--- src/rtl/hfc_pkg.sv ---
// Shared types for the half-flash bus sequencer.
package hfc_pkg;

    // Conversion sequencer states
    typedef enum logic [1:0] {
        ST_IDLE   = 2'd0,  // waiting for a start request
        ST_SAMPLE = 2'd1,  // write strobe low, coarse step tracking
        ST_FINE   = 2'd2,  // upper nibble held, residue step running
        ST_RCONV  = 2'd3   // read-initiated conversion running
    } conv_state_t;

    // Index of each bus pin inside the synchroniser vector
    localparam int PIN_WR  = 0;
    localparam int PIN_RD  = 1;
    localparam int PIN_CS  = 2;
    localparam int PIN_MD  = 3;
    localparam int PIN_PD  = 4;
    localparam int PIN_CNT = 5;

endpackage

--- src/rtl/hfc_sync.sv ---
// Multi-stage synchroniser for asynchronous bus pins.
// Assumes each input level is held longer than STAGES clocks.
// RST_VAL gives the idle level of each bit after reset.
module hfc_sync #(
    parameter int          W       = 5,
    parameter int          STAGES  = 2,
    parameter logic [W-1:0] RST_VAL = '1
) (
    input  logic         clk,
    input  logic         rst_n,
    input  logic [W-1:0] din,
    output logic [W-1:0] dout
);

    logic [W-1:0] stage_q [STAGES];

    generate
        for (genvar s = 0; s < STAGES; s++) begin : g_stage
            if (s == 0) begin : g_first
                // First flop samples the raw pins
                always_ff @(posedge clk) begin
                    if (!rst_n) stage_q[0] <= RST_VAL;
                    else        stage_q[0] <= din;
                end
            end else begin : g_next
                // Later flops settle metastability
                always_ff @(posedge clk) begin
                    if (!rst_n) stage_q[s] <= RST_VAL;
                    else        stage_q[s] <= stage_q[s-1];
                end
            end
        end
    endgenerate

    assign dout = stage_q[STAGES-1];

endmodule

--- src/rtl/hfc_edge.sv ---
// Edge detector on synchronised levels.
// Gives one-cycle rise and fall pulses for each bit.
module hfc_edge #(
    parameter int           W       = 3,
    parameter logic [W-1:0] RST_VAL = '1
) (
    input  logic         clk,
    input  logic         rst_n,
    input  logic [W-1:0] lvl,
    output logic [W-1:0] rise,
    output logic [W-1:0] fall
);

    logic [W-1:0] prev_q;

    // Keep last cycle's level for comparison
    always_ff @(posedge clk) begin
        if (!rst_n) prev_q <= RST_VAL;
        else        prev_q <= lvl;
    end

    assign rise = ~prev_q & lvl;
    assign fall = prev_q & ~lvl;

endmodule

--- src/rtl/hfc_wake.sv ---
// Wake-up timer. It is not ready while power-down is requested, nor for
// WAKE_CYC cycles after the request is released. Reset counts as a wake-up.
module hfc_wake #(
    parameter int WAKE_CYC = 45
) (
    input  logic clk,
    input  logic rst_n,
    input  logic pd_req,
    output logic asleep,
    output logic ready
);

    localparam int WCNT_W = $clog2(WAKE_CYC + 1);

    logic [WCNT_W-1:0] wcnt_q;
    logic              done_q;

    assign asleep = pd_req;

    // Count the wake interval down while power-down is released
    always_ff @(posedge clk) begin
        if (!rst_n) begin
            wcnt_q <= WCNT_W'(WAKE_CYC - 1);
            done_q <= 1'b0;
        end else if (pd_req) begin
            wcnt_q <= WCNT_W'(WAKE_CYC - 1);
            done_q <= 1'b0;
        end else if (wcnt_q != '0) begin
            wcnt_q <= wcnt_q - 1'b1;
        end else begin
            done_q <= 1'b1;
        end
    end

    assign ready = done_q & ~pd_req;

endmodule

--- src/rtl/hfc_conv.sv ---
// Conversion sequencer. It captures the coarse and fine nibbles, times the
// fine step and read-mode conversions, and drives the result-valid flag,
// the end-of-conversion strobe and the sticky error flag.
// Assumes edge pulses come from synchronised pins and mode is stable
// during a conversion.
module hfc_conv
    import hfc_pkg::*;
#(
    parameter int NIB_W    = 4,
    parameter int FINE_CYC = 8,
    parameter int RD_CYC   = 14
) (
    input  logic               clk,
    input  logic               rst_n,
    input  logic               mode_wr,
    input  logic               cs_lo,
    input  logic               wr_fall,
    input  logic               wr_rise,
    input  logic               rd_fall,
    input  logic               rd_rise,
    input  logic               cs_fall,
    input  logic               cs_rise,
    input  logic               asleep,
    input  logic               ready,
    input  logic [NIB_W-1:0]   coarse,
    input  logic [NIB_W-1:0]   fine,
    output logic [2*NIB_W-1:0] result,
    output logic               valid,
    output logic               int_n,
    output logic               err,
    output conv_state_t        state
);

    localparam int CMAX  = (FINE_CYC > RD_CYC) ? FINE_CYC : RD_CYC;
    localparam int CNT_W = $clog2(CMAX + 1);

    conv_state_t        state_q;
    logic [CNT_W-1:0]   cnt_q;
    logic [NIB_W-1:0]   upper_q;
    logic [NIB_W-1:0]   lower_q;
    logic               valid_q;
    logic               int_q;
    logic               err_q;
    logic               start_wr;
    logic               start_rd;
    logic               early_rd;

    assign start_wr = mode_wr & cs_lo & wr_fall;
    assign start_rd = ~mode_wr & cs_lo & rd_fall;
    assign early_rd = cs_lo & rd_fall;

    // Main sequencer: state, nibble capture, valid and strobe
    always_ff @(posedge clk) begin
        if (!rst_n) begin
            state_q <= ST_IDLE;
            cnt_q   <= '0;
            upper_q <= '0;
            lower_q <= '0;
            valid_q <= 1'b0;
            int_q   <= 1'b1;
        end else if (asleep) begin
            state_q <= ST_IDLE;
            cnt_q   <= '0;
        end else begin
            if (rd_rise || cs_rise) int_q <= 1'b1;
            if (!mode_wr && cs_fall) valid_q <= 1'b0;
            case (state_q)
                ST_IDLE: begin
                    if (start_wr && ready) begin
                        state_q <= ST_SAMPLE;
                        int_q   <= 1'b1;
                    end else if (start_rd && ready) begin
                        state_q <= ST_RCONV;
                        upper_q <= coarse;
                        valid_q <= 1'b0;
                        int_q   <= 1'b1;
                        cnt_q   <= CNT_W'(RD_CYC - 1);
                    end
                end
                ST_SAMPLE: begin
                    if (wr_rise) begin
                        state_q <= ST_FINE;
                        upper_q <= coarse;
                        valid_q <= 1'b0;
                        cnt_q   <= CNT_W'(FINE_CYC - 1);
                    end
                end
                ST_FINE: begin
                    if (early_rd || cnt_q == '0) begin
                        state_q <= ST_IDLE;
                        lower_q <= fine;
                        valid_q <= 1'b1;
                        int_q   <= 1'b0;
                    end else begin
                        cnt_q <= cnt_q - 1'b1;
                    end
                end
                ST_RCONV: begin
                    if (cnt_q == '0) begin
                        state_q <= ST_IDLE;
                        lower_q <= fine;
                        valid_q <= 1'b1;
                        int_q   <= 1'b0;
                    end else begin
                        cnt_q <= cnt_q - 1'b1;
                    end
                end
                default: state_q <= ST_IDLE;
            endcase
        end
    end

    // Sticky record of starts dropped while not ready
    always_ff @(posedge clk) begin
        if (!rst_n)                                err_q <= 1'b0;
        else if ((start_wr || start_rd) && !ready) err_q <= 1'b1;
    end

    assign result = {upper_q, lower_q};
    assign valid  = valid_q;
    assign int_n  = int_q;
    assign err    = err_q;
    assign state  = state_q;

endmodule

--- src/rtl/hfc_seq.sv ---
// Top of the half-flash bus sequencer. It synchronises the bus pins,
// detects their edges, runs the wake timer and the conversion sequencer,
// and forms the bus enable and ready pull-down.
// Assumes bus pins are asynchronous to clk and held at least three cycles.
module hfc_seq
    import hfc_pkg::*;
#(
    parameter int NIB_W    = 4,
    parameter int WAKE_CYC = 45,
    parameter int FINE_CYC = 8,
    parameter int RD_CYC   = 14,
    parameter int SYNC_STG = 2
) (
    input  logic               clk,
    input  logic               rst_n,
    input  logic               cs_n,
    input  logic               rd_n,
    input  logic               wr_n,
    input  logic               mode,
    input  logic               pwrdn_n,
    input  logic [NIB_W-1:0]   coarse_code,
    input  logic [NIB_W-1:0]   fine_code,
    output logic [2*NIB_W-1:0] data_out,
    output logic               data_oe,
    output logic               int_n,
    output logic               rdy_pull_low,
    output logic               err_flag
);

    localparam logic [PIN_CNT-1:0] PIN_IDLE = 5'b10111;

    logic [PIN_CNT-1:0] pins_raw;
    logic [PIN_CNT-1:0] pins_s;
    logic [2:0]         strobe_lvl;
    logic [2:0]         strobe_rise;
    logic [2:0]         strobe_fall;
    logic               cs_s;
    logic               rd_s;
    logic               mode_s;
    logic               asleep;
    logic               wake_ready;
    logic               res_valid;
    conv_state_t        conv_state;

    assign pins_raw[PIN_WR] = wr_n;
    assign pins_raw[PIN_RD] = rd_n;
    assign pins_raw[PIN_CS] = cs_n;
    assign pins_raw[PIN_MD] = mode;
    assign pins_raw[PIN_PD] = pwrdn_n;

    hfc_sync #(
        .W       (PIN_CNT),
        .STAGES  (SYNC_STG),
        .RST_VAL (PIN_IDLE)
    ) sync_i (
        .clk   (clk),
        .rst_n (rst_n),
        .din   (pins_raw),
        .dout  (pins_s)
    );

    assign cs_s       = pins_s[PIN_CS];
    assign rd_s       = pins_s[PIN_RD];
    assign mode_s     = pins_s[PIN_MD];
    assign strobe_lvl = {pins_s[PIN_CS], pins_s[PIN_RD], pins_s[PIN_WR]};

    hfc_edge #(
        .W       (3),
        .RST_VAL (3'b111)
    ) edge_i (
        .clk   (clk),
        .rst_n (rst_n),
        .lvl   (strobe_lvl),
        .rise  (strobe_rise),
        .fall  (strobe_fall)
    );

    hfc_wake #(
        .WAKE_CYC (WAKE_CYC)
    ) wake_i (
        .clk    (clk),
        .rst_n  (rst_n),
        .pd_req (~pins_s[PIN_PD]),
        .asleep (asleep),
        .ready  (wake_ready)
    );

    hfc_conv #(
        .NIB_W    (NIB_W),
        .FINE_CYC (FINE_CYC),
        .RD_CYC   (RD_CYC)
    ) conv_i (
        .clk     (clk),
        .rst_n   (rst_n),
        .mode_wr (mode_s),
        .cs_lo   (~cs_s),
        .wr_fall (strobe_fall[0]),
        .wr_rise (strobe_rise[0]),
        .rd_fall (strobe_fall[1]),
        .rd_rise (strobe_rise[1]),
        .cs_fall (strobe_fall[2]),
        .cs_rise (strobe_rise[2]),
        .asleep  (asleep),
        .ready   (wake_ready),
        .coarse  (coarse_code),
        .fine    (fine_code),
        .result  (data_out),
        .valid   (res_valid),
        .int_n   (int_n),
        .err     (err_flag),
        .state   (conv_state)
    );

    // Bus drivers on only for a selected read of a valid result
    assign data_oe      = res_valid & ~cs_s & ~rd_s;
    // Ready held low in read mode while selected and result not valid
    assign rdy_pull_low = ~mode_s & ~cs_s & ~res_valid;

endmodule

--- config.mk ---
export PLATFORM = sky130hd
export DESIGN_NAME = hfc_seq
export DESIGN_NICKNAME = d
export VERILOG_FILES = /design/src/rtl/hfc_pkg.sv /design/src/rtl/hfc_sync.sv /design/src/rtl/hfc_edge.sv /design/src/rtl/hfc_wake.sv /design/src/rtl/hfc_conv.sv /design/src/rtl/hfc_seq.sv
export SDC_FILE = /design/constraint.sdc
export NUM_CORES = 1
export LEC_CHECK = 0
export CAP_MARGIN = 10
export CORE_UTILIZATION = 35
export DETAILED_ROUTE_END_ITERATION = 8
export GPL_ROUTABILITY_DRIVEN = 0
export HOLD_SLACK_MARGIN = 0.06
export SYNTH_ARGS = -nofsm -noshare
export SYNTH_HDL_FRONTEND = slang
export SYNTH_HIERARCHICAL = 1
export SYNTH_SLANG_ARGS = --single-unit
--- constraint.sdc ---
create_clock -name clk -period 4.1 [get_ports clk]
set_clock_uncertainty 0.05 [all_clocks]
set_input_delay 0.615 -clock clk [delete_from_list [all_inputs] [get_ports clk]]
set_output_delay 0.615 -clock clk [all_outputs]
set_load 0.05 [all_outputs]
==> results of run 1 <==
==> cells in the final DEF, fill, tap and decap left out, types with 4 or more instances in the layout <==
cell type / synthesis / layout
xnor2_1: 4 / 4
mux2i_1: 11 / 11
nand2b_1: 16 / 16
o21ai_0: 5 / 5
clkdlybuf4s50_1: 0 / 26
clkbuf_8: 0 / 5
dfxtp_1: 37 / 37
nand3_1: 6 / 6
a21oi_1: 4 / 4
nand2_1: 17 / 17
nor2b_1: 14 / 14
inv_1: 7 / 7
nor2_1: 5 / 5
==> Yosys cell counts, types with 2 or more instances <==
| master | count | share of area, % |
|---|---|---|
| ha_1 | 3 | 2.4 |
| nor3b_2 | 2 | 1.6 |
| nand2_1 | 17 | 4.0 |
| nor2b_1 | 14 | 5.5 |
| nor2_1 | 5 | 1.2 |
| a21oi_4 | 2 | 2.0 |
| nand2b_1 | 16 | 6.3 |
| nor3_1 | 2 | 0.63 |
| o21ai_0 | 5 | 1.6 |
| a21oi_1 | 4 | 1.3 |
| o21a_1 | 2 | 0.94 |
| inv_1 | 7 | 1.6 |
| xnor2_1 | 4 | 2.2 |
| nor3b_1 | 2 | 0.94 |
| mux2i_1 | 11 | 6.9 |
| clkbuf_1 | 4 | 0.94 |
| and2_1 | 2 | 0.79 |
| dfxtp_1 | 37 | 47 |
| a211o_1 | 2 | 1.1 |
| nand3_1 | 6 | 1.9 |
==> final cells by class <==
cell class / count / area, um2 / share of cell area, %
Clock buffer: 6 / 72.6 / 3.67
Clock inverter: 2 / 10.0 / 0.506
Inverter: 7 / 26.3 / 1.33
Multi-Input combinational cell: 117 / 803 / 40.6
Sequential cell: 37 / 741 / 37.4
Tap cell: 52 / 65.1 / 3.29
Timing Repair Buffer: 26 / 260 / 13.2
==> flip-flops by register name, summed over array words and instances (netlist names) <==
signal and cells:
sync_i/stage_q 10, wake_i/wcnt_q 6, conv_i/cnt_q 4, conv_i/lower_q 4, conv_i/upper_q 4, edge_i/prev_q 3, conv_i/state 2, conv_i/err 1
conv_i/int_n 1, conv_i/valid 1, wake_i/done_q 1
==> worst max path at each step <==
| stage | startpoint | endpoint | slack, ns | cells past startpoint |
|---|---|---|---|---|
| after detailed placement | rst_n | wake_i/wcnt_q[4] | 1.40 | 3 |
| after CTS | rst_n | wake_i/wcnt_q[4] | 1.70 | 3 |
| after global placement | rst_n | wake_i/wcnt_q[4] | 1.51 | 3 |
| after global routing | rst_n | wake_i/wcnt_q[4] | 1.46 | 3 |
| after floorplan | conv_i/valid | data_oe | 2.41 | 1 |
| final | rst_n | wake_i/wcnt_q[4] | 1.71 | 3 |
==> stage by stage <==
stage | cells | power, uW
after global routing | 247 | 706
final | 247 | 668
after CTS | 247 | 681
after detailed placement | 239 | 441
after floorplan | 166 | 418
after global placement | 239 | 438
==> worst register-to-register path, stage by stage (launching register included) <==
cell     delay [ns]
dfxtp_1        0.34
inv_1          0.07
ha_1           0.21
or3b_4         0.43
a21oi_4        0.29
mux2i_1        0.23
nor2b_1        0.06
==> metal layers <==
metal	vias up	wire, um	share of wire [%]
li1	617	-	-
met1	574	1310	43
met2	10	1580	52
met3	4	77	2.6
met4	0	54	1.8
met5	-	0	0
==> where the power goes <==
group | switching (uW) | total, uW | internal [uW]
sequential | 8.46 | 379 | 370
combinational | 22.7 | 53.2 | 30.4
clock | 119 | 237 | 118
total | 150 | 668 | 518
==> logic make-up (layout without fill, tap and decap cells) <==
logic type	after synthesis	after routing	share of synthesized area, %
AO/OA/AOI/OAI	23	23	10.8
XOR/XNOR	4	4	2.20
adder cells (fa/ha/maj)	3	3	2.36
buffers and inverters	12	41	3.06
flip-flops	37	37	46.5
multiplexers	12	12	7.62
AND/OR/NAND/NOR	75	75	27.5
==> impl_metrics.py, run 1 <==
metrics = {
    "layout": {
        "n_fill_cell": 417,
        "fin_util_pct": 45.4,
        "ratio_of_cells_with_drive_above_1_in_the_final_layout_pct": 8.21,
        "final_nets": 212,
        "stdcell_area_um2": 1980,
        "antenna-diode-count": 0,
        "layout-area-overhead-vs-synth_pct": 24.2,
    },
    "clock_network": {
        "ctsLongestPathBuffers": 2,
        "cts.clk_slew.worst_paths_ns": 0.07,
        "tritoncts_clock_tree": "done",
        "cts_root_buffer": "clkbuf_8",
        "tritoncts.num_buffers": 5,
        "post_cts_buffers": 0,
        "cts.repair.resized": 0,
        "hold_buffers": 0,
        "insertion_delay_ns": 0.28,
        "numClockSinks": 37,
        "cts.htree.levels": 2,
    },
    "yosys": {
        "edff_count_synth": 0,
        "synth_fp_nets": 184,
        "async_flop_share_pct": 0,
        "synthesis.yosys.warnings": 6,
        "synth.distinct_cells": 39,
        "synthesized_area_per_cell_um2": 9.60,
        "netlist_area_um2": 1590,
        "ys_seq_elements": 37,
        "yosysSeqAreaShare_pct": 46.5,
        "ys_dominant_reg_cell": "dfxtp_1",
        "netlist_instances": 166,
    },
    "global_routing": {
        "grt_start_max_net_pins": 32,
        "grt.met1_usage_pct": 14.8,
        "via_count_of_the_first_global_routing_pass": 1191,
        "global_route.usage.total_pct": 13.7,
        "globalRoute.totalOverflow": 0,
        "met2_track_demand_over_resource_in_global_routing_pct": 23.8,
        "grt_most_used_layer": "met2",
        "grt_pass1_wl_um": 5140,
        "grt_antenna_before_repair": 0,
        "met3_usage_pct": 4.80,
    },
    "critical_path": {
        "timing.critical_path.required_ns": 4.25,
        "endpoint_kind": "flop",
        "reg2reg_depth": 6,
        "type_of_the_setup_path_with_the_least_slack": "input pin to flop",
        "worst_stage_delay_on_the_critical_path_ns": 1.10,
        "worstReg2RegEnd": "conv_i/lower_q[0]",
        "path_buf_inv": 1,
        "start_kind": "input pin",
        "ff2ff_setup_slack_ns": 2.31,
        "critical_path.cell_chain": "clkdlybuf4s50_1 > nor2b_1 > nor3b_1",
        "timing.critical_path.slowest_stage_cell": "clkdlybuf4s50_1",
        "critical_register_to_register_path_startpoint": "conv_i/cnt_q[0]",
        "timing.critical_path.max_delay_family": "buffers and inverters",
        "crit_fanout": 31,
        "timing.critical_path.arrival_ns": 2.54,
    },
    "power": {
        "vdd_ir_drop_max_mv": 0.194,
        "power_per_unit_of_standard_cell_area_nw_per_um2": 338,
        "total_leakage_power_uw": 0.000701,
    },
    "hold_path": {
        "cell_depth_of_the_worst_min_delay_path": 1,
        "hp-start": "sync_i/stage_q[0][0]",
        "hold-path-endpoint": "sync_i/stage_q[1][0]",
        "min-delay-path-class": "flop to flop",
    },
    "floorplan": {
        "num_rows": 24,
        "floorplan.die_area_um2": 4820,
        "initial_utilization_pct": 36.6,
        "die_height_um": 69.5,
        "floorplan.io_pins": 27,
        "width_of_the_die_um": 69.5,
        "placeableCoreArea_um2": 4350,
    },
    "sta": {
        "post-route-worst-setup-slack_ns": 1.71,
        "slew_violations": 0,
        "fin_crit_sh_pct": 58.4,
        "final-setup-viol-count": 0,
        "max_slew.worst_pin.slew_ns": 0.963,
        "finalSetupTns_ns": 0,
        "rsz0062_at_grt": "false",
        "hold_viol_final": 0,
        "max_freq_ghz": 0.418,
        "slew-limit-headroom_pct": 35.6,
        "hold-worst-slack_ns": 0.356,
        "min_period_ns": 2.39,
    },
    "drt": {
        "ant_nets": 0,
        "drt-total-wl_um": 3020,
        "drt_first_pass_iters": 4,
        "drt_drc_violations_left": 0,
        "detailroute.via_count": 1205,
        "via_per_instance_ratio": 4.88,
        "drt-initial-drc-count": 66,
        "avgRoutedWirePerCell_um": 12.2,
    },
    "run_status": {
        "status": "finished, final reports clean",
    },
    "run": {
        "drv_cap": 0,
    },
    "placed_design": {
        "dpl-instance-area_um2": 1900,
        "dp_worst_setup_slack_ns": 1.40,
        "dp_hpwl_um": 2280,
        "numPortBuffers": 26,
    },
}
(Power assumes the default switching activity.)
==> run 2, diff against run 1 <==
Clock period 4.1 ns to 2.5 ns, I/O delays scaled along.
==> run 2 against run 1 <==
Sequential cell count unchanged. Combinational power increased by 68%. Design area increased by 0.57%. First-iteration DRC count decreased by 24%. Count of clock-buffer cells in the layout increased by 1. Sequential power increased by 64%. Final cell count unchanged. Critical endpoint is now data_oe. Register-to-register slack got worse by 1.6 ns.
==> impl_metrics.py, run 2 (synthesis results as in run 1) <==
metrics = {
    "drt": {
        "drt-initial-drc-count": 50,
        "detailroute.via_count": 1185,
        "drt_first_pass_iters": 4,
        "avgRoutedWirePerCell_um": 12.4,
        "via_per_instance_ratio": 4.80,
        "ant_nets": 0,
        "drt_drc_violations_left": 0,
        "drt-total-wl_um": 3070,
    },
    "clock_network": {
        "hold_buffers": 0,
        "insertion_delay_ns": 0.28,
        "tritoncts_clock_tree": "done",
        "post_cts_buffers": 0,
        "cts.clk_slew.worst_paths_ns": 0.07,
        "tritoncts.num_buffers": 5,
        "cts.htree.levels": 2,
        "cts.repair.resized": 0,
        "numClockSinks": 37,
        "ctsLongestPathBuffers": 2,
        "cts_root_buffer": "clkbuf_8",
    },
    "floorplan": {
        "initial_utilization_pct": 36.6,
        "placeableCoreArea_um2": 4350,
        "floorplan.io_pins": 27,
        "width_of_the_die_um": 69.5,
        "die_height_um": 69.5,
        "floorplan.die_area_um2": 4820,
        "num_rows": 24,
    },
    "sta": {
        "max_slew.worst_pin.slew_ns": 0.522,
        "min_period_ns": 2.09,
        "slew_violations": 0,
        "fin_crit_sh_pct": 83.5,
        "max_freq_ghz": 0.479,
        "hold_viol_final": 0,
        "slew-limit-headroom_pct": 65.1,
        "rsz0062_at_grt": "false",
        "post-route-worst-setup-slack_ns": 0.413,
        "final-setup-viol-count": 0,
        "finalSetupTns_ns": 0,
    },
    "run_status": {
        "status": "finished, final reports clean",
    },
    "layout": {
        "multi_input_comb_area_um2": 803,
        "antenna-diode-count": 0,
        "registers.top_by_ff_count": "sync_i/stage_q",
        "largestRegisters": "sync_i/stage_q x10, wake_i/wcnt_q x6",
        "final_cell_mix": "dfxtp_1, clkdlybuf4s50_1, nand2_1",
        "final_nets": 213,
        "n_fill_cell": 417,
        "largest_register_ffs": 10,
        "register_area_um2": 741,
        "layout-area-overhead-vs-synth_pct": 24.9,
        "layout.cells.most_common": "dfxtp_1",
        "ratio_of_cells_with_drive_above_1_in_the_final_layout_pct": 8.21,
    },
    "critical_path": {
        "timing.critical_path.required_ns": 2.08,
        "crit_fanout": 4,
        "endpoint_kind": "primary output",
        "type_of_the_setup_path_with_the_least_slack": "flop to primary output",
        "timing.critical_path.arrival_ns": 1.66,
        "start_kind": "flop",
    },
    "placed_design": {
        "numPortBuffers": 26,
        "dp_hpwl_um": 2320,
        "dp_worst_setup_slack_ns": 0.600,
    },
    "power": {
        "total_leakage_power_uw": 0.000706,
        "power_uw": 1120,
        "vdd_ir_drop_max_mv": 0.289,
        "power_per_unit_of_standard_cell_area_nw_per_um2": 563,
    },
    "global_routing": {
        "grt_pass1_wl_um": 5510,
        "globalRoute.totalOverflow": 0,
        "via_count_of_the_first_global_routing_pass": 1201,
        "global_route.usage.total_pct": 14.3,
        "grt_antenna_before_repair": 0,
        "grt_start_max_net_pins": 23,
    },
    "hold_path": {
        "min-delay-path-class": "flop to flop",
    },
    "run": {
        "drv_cap": 0,
    },
}
==> run 2: cell count changes in the layout (fill, tap and decap cells not counted) <==
cell,previous run,this run
buf_4,0,1
clkbuf_8,5,6
clkinv_2,2,0
==> run 2: worst max-delay path, stage by stage, from the launching register on <==
cell and delay [ns]:
dfxtp_1 0.38, nor3b_2 0.18, clkdlybuf4s50_1 0.81
==> run 2: stage by stage <==
stage / cells / hold WS [ns] / util (%) / instance area [um2]
floorplan: 166 / 0.336 / - / 1590
global placement: 240 / 0.340 / 43.7 / 1900
detailed placement: 240 / 0.346 / 43.7 / 1900
CTS: 247 / 0.359 / 45.7 / 1990
global route: 247 / 0.400 / 45.7 / 1990
finish: 247 / 0.358 / 45.7 / 1990
==> run 2: power by group <==
| group | switching, uW | internal [uW] |
|---|---|---|
| combinational | 38.4 | 50.8 |
| sequential | 13.8 | 607 |
| clock | 192 | 218 |
==> run 2: cell type report <==
cell class	instances	area share, %
multi-input combinational	117	40.4
sequential	37	37.2
timing repair buffer	27	13.5
clock buffer	7	4.34
tap	52	3.27
inverter	7	1.32
==> run 2: path summary, 6_finish.rpt <==
check / cells after the start / slack, ns / to / from
max: 2 / 0.41 / data_oe / conv_i/valid
min reg2reg: 1 / 0.36 / sync_i/stage_q[1][1] / sync_i/stage_q[0][1]
max reg2reg: 6 / 0.72 / conv_i/lower_q[0] / conv_i/cnt_q[0]
min: 1 / 0.36 / sync_i/stage_q[1][1] / sync_i/stage_q[0][1]
==> run 2: metal layers <==
layer / global-route usage, % / up-vias / wire length (um)
met1: 17.2 / 555 / 1370
met5: 0 / - / 0
met2: 24.1 / 9 / 1590
met4: 4.08 / 0 / 38
li1: - / 615 / -
met3: 5.23 / 6 / 70
